<file path="config.mk">
export PLATFORM = sky130hd
export DESIGN_NAME = tdc_vernier_ctrl
export DESIGN_NICKNAME = d
export VERILOG_FILES = /design/src/rtl/tdc_vernier_pkg.sv /design/src/rtl/tdc_edge_detect.sv /design/src/rtl/tdc_sat_counter.sv /design/src/rtl/tdc_phase_cmp.sv /design/src/rtl/tdc_word_calc.sv /design/src/rtl/tdc_vernier_ctrl.sv
export SDC_FILE = /design/constraint.sdc
export NUM_CORES = 1
export LEC_CHECK = 0
export BUFFER_PORTS_ARGS = -buffer_cell sky130_fd_sc_hd__buf_2
export CAP_MARGIN = 5
export CORE_UTILIZATION = 48
export DETAILED_ROUTE_END_ITERATION = 10
export PLACE_DENSITY = 0.7
export SETUP_SLACK_MARGIN = 0.3
export SYNTH_ARGS = -nofsm -noshare
export SYNTH_HDL_FRONTEND = slang
export SYNTH_SLANG_ARGS = --single-unit
</file>
<file path="constraint.sdc">
create_clock -name clk -period 4.8 [get_ports clk]
set_input_delay 0.96 -clock clk [delete_from_list [all_inputs] [get_ports clk]]
set_output_delay 0.96 -clock clk [all_outputs]
set_load 0.01 [all_outputs]
</file>
<file path="src/rtl/tdc_vernier_pkg.sv">
package tdc_vernier_pkg;

    typedef enum logic [1:0] {
        ST_IDLE   = 2'd0,
        ST_COARSE = 2'd1,
        ST_FINE   = 2'd2
    } tdc_state_e;

endpackage

</file>
<file path="src/rtl/tdc_edge_detect.sv">
module tdc_edge_detect #(
    parameter int STAGES = 2
) (
    input  logic clk,
    input  logic rst,
    input  logic din,
    output logic rise
);
    typedef struct packed {
        logic [STAGES-1:0] sync;
        logic              last;
    } det_t;

    det_t det_d, det_q;

    always_comb begin
        det_d = det_q;
        det_d.sync[0] = din;
        for (int i = 1; i < STAGES; i++) begin
            det_d.sync[i] = det_q.sync[i-1];
        end
        det_d.last = det_q.sync[STAGES-1];
    end

    always_ff @(posedge clk) begin
        if (rst) det_q <= '0;
        else     det_q <= det_d;
    end

    assign rise = det_q.sync[STAGES-1] & ~det_q.last;

endmodule

</file>
<file path="src/rtl/tdc_sat_counter.sv">
module tdc_sat_counter #(
    parameter int W = 8
) (
    input  logic         clk,
    input  logic         rst,
    input  logic         clr,
    input  logic         inc,
    output logic [W-1:0] count,
    output logic         at_max
);
    localparam logic [W-1:0] MAX_VAL = {W{1'b1}};

    logic [W-1:0] cnt_d, cnt_q;

    always_comb begin
        cnt_d = cnt_q;
        if (clr)                          cnt_d = '0;
        else if (inc && cnt_q != MAX_VAL) cnt_d = cnt_q + W'(1);
    end

    always_ff @(posedge clk) begin
        if (rst) cnt_q <= '0;
        else     cnt_q <= cnt_d;
    end

    assign count  = cnt_q;
    assign at_max = (cnt_q == MAX_VAL);

    // once at the top value, the count stays there until cleared
    assert_no_overflow_R7: assert property (@(posedge clk) disable iff (rst)
        at_max && !clr |=> at_max);

    // without a clear the count never goes down
    assert_count_monotone_R2: assert property (@(posedge clk) disable iff (rst)
        !clr |=> count >= $past(count));

endmodule

</file>
<file path="src/rtl/tdc_phase_cmp.sv">
module tdc_phase_cmp (
    input  logic clk,
    input  logic rst,
    input  logic arm,
    input  logic active,
    input  logic s_rise,
    input  logic f_rise,
    output logic catch_up
);
    logic seen_d, seen_q;

    always_comb begin
        seen_d = seen_q;
        if (arm)              seen_d = 1'b1;
        else if (active) begin
            if (f_rise)       seen_d = 1'b0;
            else if (s_rise)  seen_d = 1'b1;
        end
    end

    always_ff @(posedge clk) begin
        if (rst) seen_q <= 1'b0;
        else     seen_q <= seen_d;
    end

    assign catch_up = active & f_rise & (s_rise | ~seen_q);

endmodule

</file>
<file path="src/rtl/tdc_word_calc.sv">
module tdc_word_calc #(
    parameter int COARSE_W = 8,
    parameter int FINE_W   = 6,
    parameter int RESULT_W = 15,
    parameter int RATIO    = 32
) (
    input  logic [COARSE_W-1:0] coarse,
    input  logic [FINE_W-1:0]   fine,
    input  logic                coarse_sat,
    output logic [RESULT_W-1:0] word,
    output logic                word_sat
);
    localparam int RATIO_W = $clog2(RATIO + 1);
    localparam int SUM_W   = COARSE_W + RATIO_W + FINE_W + RESULT_W;
    localparam logic [SUM_W-1:0] WORD_MAX = (SUM_W'(1) << RESULT_W) - SUM_W'(1);

    logic [SUM_W-1:0] sum;

    always_comb begin
        sum = SUM_W'(coarse) * SUM_W'(RATIO) + SUM_W'(fine);
        if (coarse_sat || sum > WORD_MAX) begin
            word     = {RESULT_W{1'b1}};
            word_sat = 1'b1;
        end else begin
            word     = sum[RESULT_W-1:0];
            word_sat = 1'b0;
        end
    end

endmodule

</file>
<file path="src/rtl/tdc_vernier_ctrl.sv">
module tdc_vernier_ctrl
    import tdc_vernier_pkg::*;
#(
    parameter int COARSE_W     = 8,
    parameter int FINE_W       = 6,
    parameter int RESULT_W     = 15,
    parameter int RATIO        = 32,
    parameter int TIMEOUT_FINE = 40,
    parameter int SYNC_STAGES  = 2
) (
    input  logic                clk,
    input  logic                rst,
    input  logic                start,
    input  logic                stop,
    input  logic                slow_edge,
    input  logic                fast_edge,
    output logic                slow_en,
    output logic                fast_en,
    output logic [COARSE_W-1:0] coarse_count,
    output logic [FINE_W-1:0]   fine_count,
    output logic [RESULT_W-1:0] meas_word,
    output logic                done,
    output logic                valid,
    output logic                sat,
    output logic                timeout_err
);
    localparam int NUM_OSC = 2;
    localparam int SLOW_IX = 0;
    localparam int FAST_IX = 1;
    localparam logic [FINE_W-1:0] FINE_LIMIT = FINE_W'(TIMEOUT_FINE);

    typedef struct packed {
        tdc_state_e          state;
        logic                slow_en;
        logic                fast_en;
        logic                done;
        logic                valid;
        logic                err;
        logic                sat;
        logic [RESULT_W-1:0] word;
    } ctrl_t;

    ctrl_t ctrl_d, ctrl_q;

    logic [NUM_OSC-1:0] osc_in;
    logic [NUM_OSC-1:0] osc_rise;
    logic               s_rise, f_rise;
    logic               coarse_clr, coarse_inc, coarse_at_max;
    logic               fine_clr, fine_inc, fine_at_max;
    logic               arm, catch_up;
    logic [FINE_W-1:0]  fine_plus;
    logic [RESULT_W-1:0] calc_word;
    logic               calc_sat;

    assign osc_in[SLOW_IX] = slow_edge;
    assign osc_in[FAST_IX] = fast_edge;

    for (genvar g = 0; g < NUM_OSC; g++) begin : g_osc
        tdc_edge_detect #(.STAGES(SYNC_STAGES)) u_det (
            .clk  (clk),
            .rst  (rst),
            .din  (osc_in[g]),
            .rise (osc_rise[g])
        );
    end

    assign s_rise = osc_rise[SLOW_IX];
    assign f_rise = osc_rise[FAST_IX];

    tdc_sat_counter #(.W(COARSE_W)) u_coarse (
        .clk    (clk),
        .rst    (rst),
        .clr    (coarse_clr),
        .inc    (coarse_inc),
        .count  (coarse_count),
        .at_max (coarse_at_max)
    );

    tdc_sat_counter #(.W(FINE_W)) u_fine (
        .clk    (clk),
        .rst    (rst),
        .clr    (fine_clr),
        .inc    (fine_inc),
        .count  (fine_count),
        .at_max (fine_at_max)
    );

    tdc_phase_cmp u_phase (
        .clk      (clk),
        .rst      (rst),
        .arm      (arm),
        .active   (ctrl_q.state == ST_FINE),
        .s_rise   (s_rise),
        .f_rise   (f_rise),
        .catch_up (catch_up)
    );

    assign fine_plus = fine_count + FINE_W'(1);

    tdc_word_calc #(
        .COARSE_W (COARSE_W),
        .FINE_W   (FINE_W),
        .RESULT_W (RESULT_W),
        .RATIO    (RATIO)
    ) u_word (
        .coarse     (coarse_count),
        .fine       (fine_plus),
        .coarse_sat (ctrl_q.sat),
        .word       (calc_word),
        .word_sat   (calc_sat)
    );

    always_comb begin
        ctrl_d      = ctrl_q;
        ctrl_d.done = 1'b0;
        coarse_clr  = 1'b0;
        coarse_inc  = 1'b0;
        fine_clr    = 1'b0;
        fine_inc    = 1'b0;
        arm         = 1'b0;
        unique case (ctrl_q.state)
            ST_IDLE: begin
                if (start) begin
                    ctrl_d.state   = ST_COARSE;
                    ctrl_d.slow_en = 1'b1;
                    ctrl_d.fast_en = 1'b0;
                    ctrl_d.valid   = 1'b0;
                    ctrl_d.err     = 1'b0;
                    ctrl_d.sat     = 1'b0;
                    ctrl_d.word    = '0;
                    coarse_clr     = 1'b1;
                    fine_clr       = 1'b1;
                end
            end
            ST_COARSE: begin
                if (s_rise) begin
                    coarse_inc = 1'b1;
                    if (coarse_at_max) ctrl_d.sat = 1'b1;
                end
                if (stop) begin
                    ctrl_d.state   = ST_FINE;
                    ctrl_d.fast_en = 1'b1;
                    arm            = 1'b1;
                end
            end
            ST_FINE: begin
                if (f_rise) begin
                    if (catch_up) begin
                        fine_inc       = 1'b1;
                        ctrl_d.state   = ST_IDLE;
                        ctrl_d.slow_en = 1'b0;
                        ctrl_d.fast_en = 1'b0;
                        ctrl_d.done    = 1'b1;
                        ctrl_d.valid   = 1'b1;
                        ctrl_d.word    = calc_word;
                        ctrl_d.sat     = ctrl_q.sat | calc_sat;
                    end else if (fine_count == FINE_LIMIT || fine_at_max) begin
                        ctrl_d.state   = ST_IDLE;
                        ctrl_d.slow_en = 1'b0;
                        ctrl_d.fast_en = 1'b0;
                        ctrl_d.done    = 1'b1;
                        ctrl_d.err     = 1'b1;
                        ctrl_d.word    = '0;
                    end else begin
                        fine_inc = 1'b1;
                    end
                end
            end
            default: begin
                ctrl_d = '0;
            end
        endcase
    end

    always_ff @(posedge clk) begin
        if (rst) ctrl_q <= '0;
        else     ctrl_q <= ctrl_d;
    end

    assign slow_en     = ctrl_q.slow_en;
    assign fast_en     = ctrl_q.fast_en;
    assign meas_word   = ctrl_q.word;
    assign done        = ctrl_q.done;
    assign valid       = ctrl_q.valid;
    assign sat         = ctrl_q.sat;
    assign timeout_err = ctrl_q.err;

    // done lasts one cycle
    assert_done_single_R5: assert property (@(posedge clk) disable iff (rst)
        done |=> !done);

    // both oscillators are gated off once the result is reported
    assert_done_gates_osc_R5: assert property (@(posedge clk) disable iff (rst)
        done |-> !slow_en && !fast_en);

    // the fast oscillator runs only while the slow one runs
    assert_fast_needs_slow_R3: assert property (@(posedge clk) disable iff (rst)
        fast_en |-> slow_en);

    // the coarse count is frozen during the fine phase
    assert_coarse_frozen_R3: assert property (@(posedge clk) disable iff (rst)
        fast_en |=> $stable(coarse_count));

    // an aborted measurement is never marked valid
    assert_timeout_invalid_R8: assert property (@(posedge clk) disable iff (rst)
        timeout_err |-> !valid);

    // stop while idle does not start the fine phase
    assert_idle_stop_ignored_R10: assert property (@(posedge clk) disable iff (rst)
        !slow_en && stop |=> !fast_en);

    // the fine count only moves while the fast oscillator is enabled
    assert_fine_only_when_fast_R4: assert property (@(posedge clk) disable iff (rst)
        !fast_en && !(start && !slow_en) |=> $stable(fine_count));

endmodule

</file>
# --- Word level (Yosys, flattened, before mapping) ---
# Index checks and enable logic that the tools add are counted.
classes:
  addsub: 3
  magnitude_cmp: 1
  eq_ne: 16
  mux: 37
  bitwise_logic: 12
  n_reduce_logical: 15
ops:
  columns: ["op", "n"]
  rows:
  - ["15-bit two-way mux", 3]
  - ["15-bit one-hot mux with 3 select lines", 1]
  - ["35-bit by 15-bit greater-than comparator with 1-bit output, second input constant", 1]
  - ["23-bit two-way mux", 1]
  - ["1-bit two-way mux", 22]
  - ["18-bit two-way mux", 1]
  - ["13-bit by 6-bit adder with 14-bit output", 1]
  - ["2-bit inequality test, second input constant", 7]
  - ["6-bit equality test, second input constant", 2]
  - ["2-bit one-hot mux with 3 select lines", 2]
  - ["4-bit AND reduction", 3]
  - ["5-bit two-way mux", 2]
  - ["5-bit AND reduction", 2]
  - ["1-bit one-hot mux with 3 select lines", 3]
  - ["8-bit by 1-bit adder with 8-bit output, second input constant", 1]
  - ["8-bit equality test, second input constant", 1]
  - ["8-bit inequality test, second input constant", 1]
  - ["6-bit by 1-bit adder with 6-bit output, second input constant", 1]
  - ["6-bit inequality test, second input constant", 1]
  - ["1-bit NOT", 6]
  - ["1-bit bitwise AND", 4]
  - ["4-bit two-way mux", 1]
  - ["3-bit inequality test, second input constant", 1]
  - ["3-bit nonzero test", 1]
  - ["12 further kinds", 15]
word_totals:
  reg_bits: 44
  input_bits: 6
  output_inout_bits: 35
  elab_cells: 99

# --- Longest topological paths before layout ---
logic_depth:
  ltp_word: 9
  ltp_mapped: 10

# --- By module ---
# Synthesis repeated with hierarchy kept, for this count alone.
hier_totals:
  cells_unflattened: 277
  hier_area_um2: 2498.6
by_module_without_submodules:
  columns: ["mod", "instances", "cells_each", "area_each_um2", "seq_area_each_um2"]
  rows:
  - ["tdc_vernier_ctrl", 1, 143, 1303.8, 440.4]
  - ["tdc_sat_counter at u_coarse", 1, 45, 425.4, 160.2]
  - ["tdc_sat_counter at u_fine", 1, 32, 292.8, 120.1]
  - ["tdc_word_calc", 1, 35, 240.2, 0.0]
  - ["tdc_edge_detect", 2, 7, 87.6, 60.1]
  - ["tdc_phase_cmp", 1, 8, 61.3, 20.0]

# --- Worst setup path before layout ---
# Ideal clock, no wire load.
synth_timing:
  path_kind: "register -> register"
  startpoint: "register u_fine.cnt_q[2] (netlist: u_fine.count[2])"
  endpoint: "register ctrl_q (netlist bit meas_word[11])"
  setup_ps: 125
  arrival_time_ps: 1988
  t_required_ps: 4675
  slack_ps: 2687
  stages_incl_launch_ff: 11
  n_path_buf: 1
  period_less_slack_ps: 2113
  cell_sequence: "dfxtp_1 -> buf_6 -> nand3_1 -> or2_1 -> xnor2_1 -> ha_1 -> ha_1 -> nand3_1 -> o21a_1 -> o31ai_1 -> o21ai_1"
synth_between:
  elab_chain_cells: 8
  elab_cells_between_ends: 13
  cone_classes: "2 x add/sub; 1 x order compare; 3 x eq/ne; 4 x mux; 3 x reduce/logical"
synth_rtl:
  columns: ["item", "line", "text"]
  rows:
  - ["start: declaration", "tdc_sat_counter.sv:13", "logic [W-1:0] cnt_d, cnt_q;"]
  - ["start signal: assignment", "tdc_sat_counter.sv:23", "else cnt_q <= cnt_d;"]
  - ["6-bit by 1-bit adder with 6-bit output (*)", "tdc_vernier_ctrl.sv:98", "assign fine_plus = fine_count + FINE_W'(1);"]
  - ["net fine_plus[5]", "tdc_vernier_ctrl.sv:51", "logic [FINE_W-1:0] fine_plus;"]
  - ["13-bit by 6-bit adder with 14-bit output (*)", "tdc_word_calc.sv:20", "sum = SUM_W'(coarse) * SUM_W'(RATIO) + SUM_W'(fine);"]
  - ["35-bit by 15-bit greater-than comparator with 1-bit output", "tdc_word_calc.sv:21", "if (coarse_sat || sum > WORD_MAX) begin"]
  - ["1-bit logical OR", "tdc_word_calc.sv:21", null]
  - ["15-bit two-way mux (*)", "tdc_word_calc.sv:21", null]
  - ["15-bit two-way mux (*)", "tdc_vernier_ctrl.sv:148", "if (catch_up) begin"]
  - ["23-bit two-way mux (*)", "tdc_vernier_ctrl.sv:147", "if (f_rise) begin"]
  - ["15-bit one-hot mux with 3 select lines (*)", "tdc_vernier_ctrl.sv:121", "unique case (ctrl_q.state)"]
  - ["end signal: assignment", "tdc_vernier_ctrl.sv:177", "else ctrl_q <= ctrl_d;"]
  - ["end: declaration", "tdc_vernier_ctrl.sv:43", "ctrl_t ctrl_d, ctrl_q;"]
# The timed path passes the listed nets; every way through them passes the cells marked *. The select of a mux whose other input is x is not followed.
# A chain may end at the register's enable or synchronous reset.

# --- Worst setup path after layout ---
# Ends and elaborated chain as after synthesis.

==> results.py <==
metrics = {
    "outcome": {
        "outcome": "finished clean",
    },
    "floorplanning": {
        "ios": 41,
        "fp.dieH_um": 69.58,
        "fp.dieArea_sq_mm": 0.004841,
        "fp.dieW_um": 69.58,
        "initial_utilization_pct": 50.00,
        "num_rows": 24,
        "design.core.area_sq_mm": 0.004384,
    },
    "power_and_ir_drop": {
        "p_seq_share_pct": 56.9,
        "internal_power_w": 0.0004978,
        "p_leak_nw": 0.9738,
        "power_w": 0.0006574,
        "vdd_drop_max_mv": 0.1859,
        "power.share.switching_pct": 24.28,
        "power.switching_w": 0.0001596,
        "power.density_mw_per_mm2": 278.3,
        "pwr-share-clk_pct": 34.9,
        "pwr-share-comb_pct": 8.2,
    },
    "placed_design": {
        "numPortBuffers": 40,
        "place.gp.congestion": 0.8398,
        "hpwl_mm": 3.121,
    },
    "sta": {
        "min_period_over_period_pct": 48.54,
        "worst_pin_slew_ns": 0.7933,
        "setup_viol": 0,
        "slew_headroom_pct": 47.02,
        "fmax_mhz": 429.2,
        "fin_tns_setup_ns": 0,
        "fin_skew_ns": 0.005686,
        "rsz0062_at_grt": "false",
        "finalHoldViolCount": 0,
        "min_period_ns": 2.330,
        "slew_viol_final": 0,
        "hold_ws_ns": 0.4366,
    },
    "drt": {
        "drtIter0Drc": 75,
        "wl_per_cell_um": 14.04,
        "final_antenna_net_count": 0,
        "first_pass_iters": 4,
        "drc": 0,
        "dr_total_vias": 1790,
        "wirelength_mm": 4.480,
        "via_per_inst": 5.611,
    },
    "clock_tree": {
        "clock-sinks": 43,
        "clock_latency_ns": 0.29,
        "cts_buffers": 5,
        "cts_tree": "yes",
        "cts_hold_buf": 0,
        "root_buffer": "clkbuf_8",
        "cts_setup_buffers": 0,
        "h-tree-depth": 2,
        "clock_path_buffers": 2,
        "clk_transition_reported_paths_ns": 0.08,
        "cts_resized": 0,
    },
    "job": {
        "max-cap-violations": 0,
    },
    "setup_path": {
        "required_ns": 4.98,
        "cp-start-kind": "flop",
        "cp.arrival_ns": 2.51,
        "crit_type": "reg2reg",
        "ff2ff_path_depth": 9,
        "end_kind": "flop",
        "crit_fanout": 10,
    },
    "cells_and_area": {
        "drive_gt1_share_pct": 19.85,
        "final_cell_mix": "43 x dfxtp_1, 40 x buf_2, 19 x o21ai_0",
        "final_common_cell": "dfxtp_1",
        "fin_nets": 278,
        "antenna_cells": 0,
        "fin_util_pct": 53.88,
        "area_growth_pct": 7.763,
    },
    "synthesis": {
        "syn_area_per_cell_sq_um": 8.839,
        "synth-seq-area-share_pct": 39.27,
        "ys.flop_type": "dfxtp_1",
        "netlist_area_sq_mm": 0.002192,
        "synth.distinct_cells": 46,
        "async_reset_ff_share_pct": 0,
        "postSynthCellCount": 248,
        "synth_nets": 259,
        "synth_edf_count": 0,
        "synth_seq_cells": 43,
        "yosysWarnings": 0,
    },
    "grt": {
        "first_global_vias": 1567,
        "globalRouteOverflowTotal": 0,
        "grt_antenna_before_repair": 0,
        "grt_max_degree": 31,
        "track_usage_pct": 19.28,
        "grt_pass1_wl_mm": 7.521,
    },
    "hold_path": {
        "hold_path_depth": 1,
        "hold_path.class": "reg2reg",
    },
}
final cells by class:
cell class	instances	area, sq um
timing repair buffer	41	207.7
inverter	5	18.77
tap	52	65.06
fill	436	2022
sequential	43	860.8
clock buffer	6	82.58
multi-input combinational	171	1122
clock inverter	1	5.005
synthesized netlist by cell type (5+ instances only):
| cell type | count | area [sq um] |
|---|---|---|
| o21ai_1 | 12 | 60.06 |
| buf_4 | 15 | 112.6 |
| o21ai_0 | 19 | 95.09 |
| nand2_1 | 9 | 33.78 |
| nor3_1 | 5 | 25.02 |
| inv_1 | 5 | 18.77 |
| clkbuf_1 | 8 | 30.03 |
| o31ai_1 | 6 | 45.04 |
| xor2_1 | 6 | 52.55 |
| nand3_1 | 8 | 40.04 |
| nand2b_1 | 17 | 106.4 |
| xnor2_1 | 6 | 52.55 |
| a21oi_1 | 9 | 45.04 |
| nor2b_1 | 9 | 56.30 |
| nor2_1 | 11 | 41.29 |
| ha_1 | 5 | 62.56 |
| dfxtp_1 | 43 | 860.8 |
| a31oi_1 | 5 | 31.28 |
| or4_1 | 5 | 37.54 |
final timing paths:
| kind | from | endpoint | slack, ns |
|---|---|---|---|
| max | u_fine.count[2] | meas_word[11] | 2.47 |
| min | g_osc[0].u_det.det_d[2] | g_osc[0].u_det.det_d[0] | 0.44 |
| max reg2reg | u_fine.count[2] | meas_word[11] | 2.47 |
| min reg2reg | g_osc[0].u_det.det_d[2] | g_osc[0].u_det.det_d[0] | 0.44 |
power groups by stage:
stage	Clock, W	Sequential, W	Combinational, W
detailed placement	0	0.000382	0.0000535
floorplan	0	0.000379	0.0000415
global placement	0	0.000382	0.0000529
CTS	0.000236	0.000374	0.0000537
finish	0.000229	0.000374	0.0000539
global route	0.000253	0.000375	0.0000594
critical path, stage by stage (launching register included):
cell     delay, ns
dfxtp_1       0.52
nand3_1       0.21
or2_1         0.31
xnor2_1       0.15
ha_1          0.19
ha_1          0.20
nand3_1       0.16
o21a_1        0.22
o31ai_1       0.17
o21ai_1       0.09
state kept, by name (all words and copies together) (netlist names):
| register | flops |
|---|---|
| done | 1 |
| sat | 1 |
| valid | 1 |
| u_phase.seen_q | 1 |
| g_osc.u_det.det_d | 4 |
| u_fine.count | 6 |
| u_coarse.count | 8 |
| ctrl_q | 2 |
| timeout_err | 1 |
| g_osc.u_det.det_q | 2 |
| slow_en | 1 |
| meas_word | 15 |
metal layers:
metal | track usage (%) | part of all wire, % | vias to the layer above
li1 | - | - | 910
met1 | 26.55 | 48 | 829
met2 | 29.23 | 46 | 44
met3 | 4.797 | 4.7 | 7
met4 | 6.803 | 1.5 | 0
met5 | 0 | 0 | -
through the flow:
step	instance area, sq um	setup WS [ns]	std cells
global placement	2275	2.424	312
global route	2362	2.289	319
CTS	2362	2.452	319
finish	2362	2.470	319
detailed placement	2275	2.390	312
floorplan	2192	2.687	248
cells by family after synthesis:
family / count (synthesis) / share of synthesized area, %
xor+xnor: 12 / 4.794
simple gates: 83 / 22.77
flops: 43 / 39.27
compound gates: 70 / 20.32
fa+ha+maj: 5 / 2.854
buf+inv: 34 / 9.532
mux: 1 / 0.4566
No activity file was read; power rests on OpenSTA's default activity.
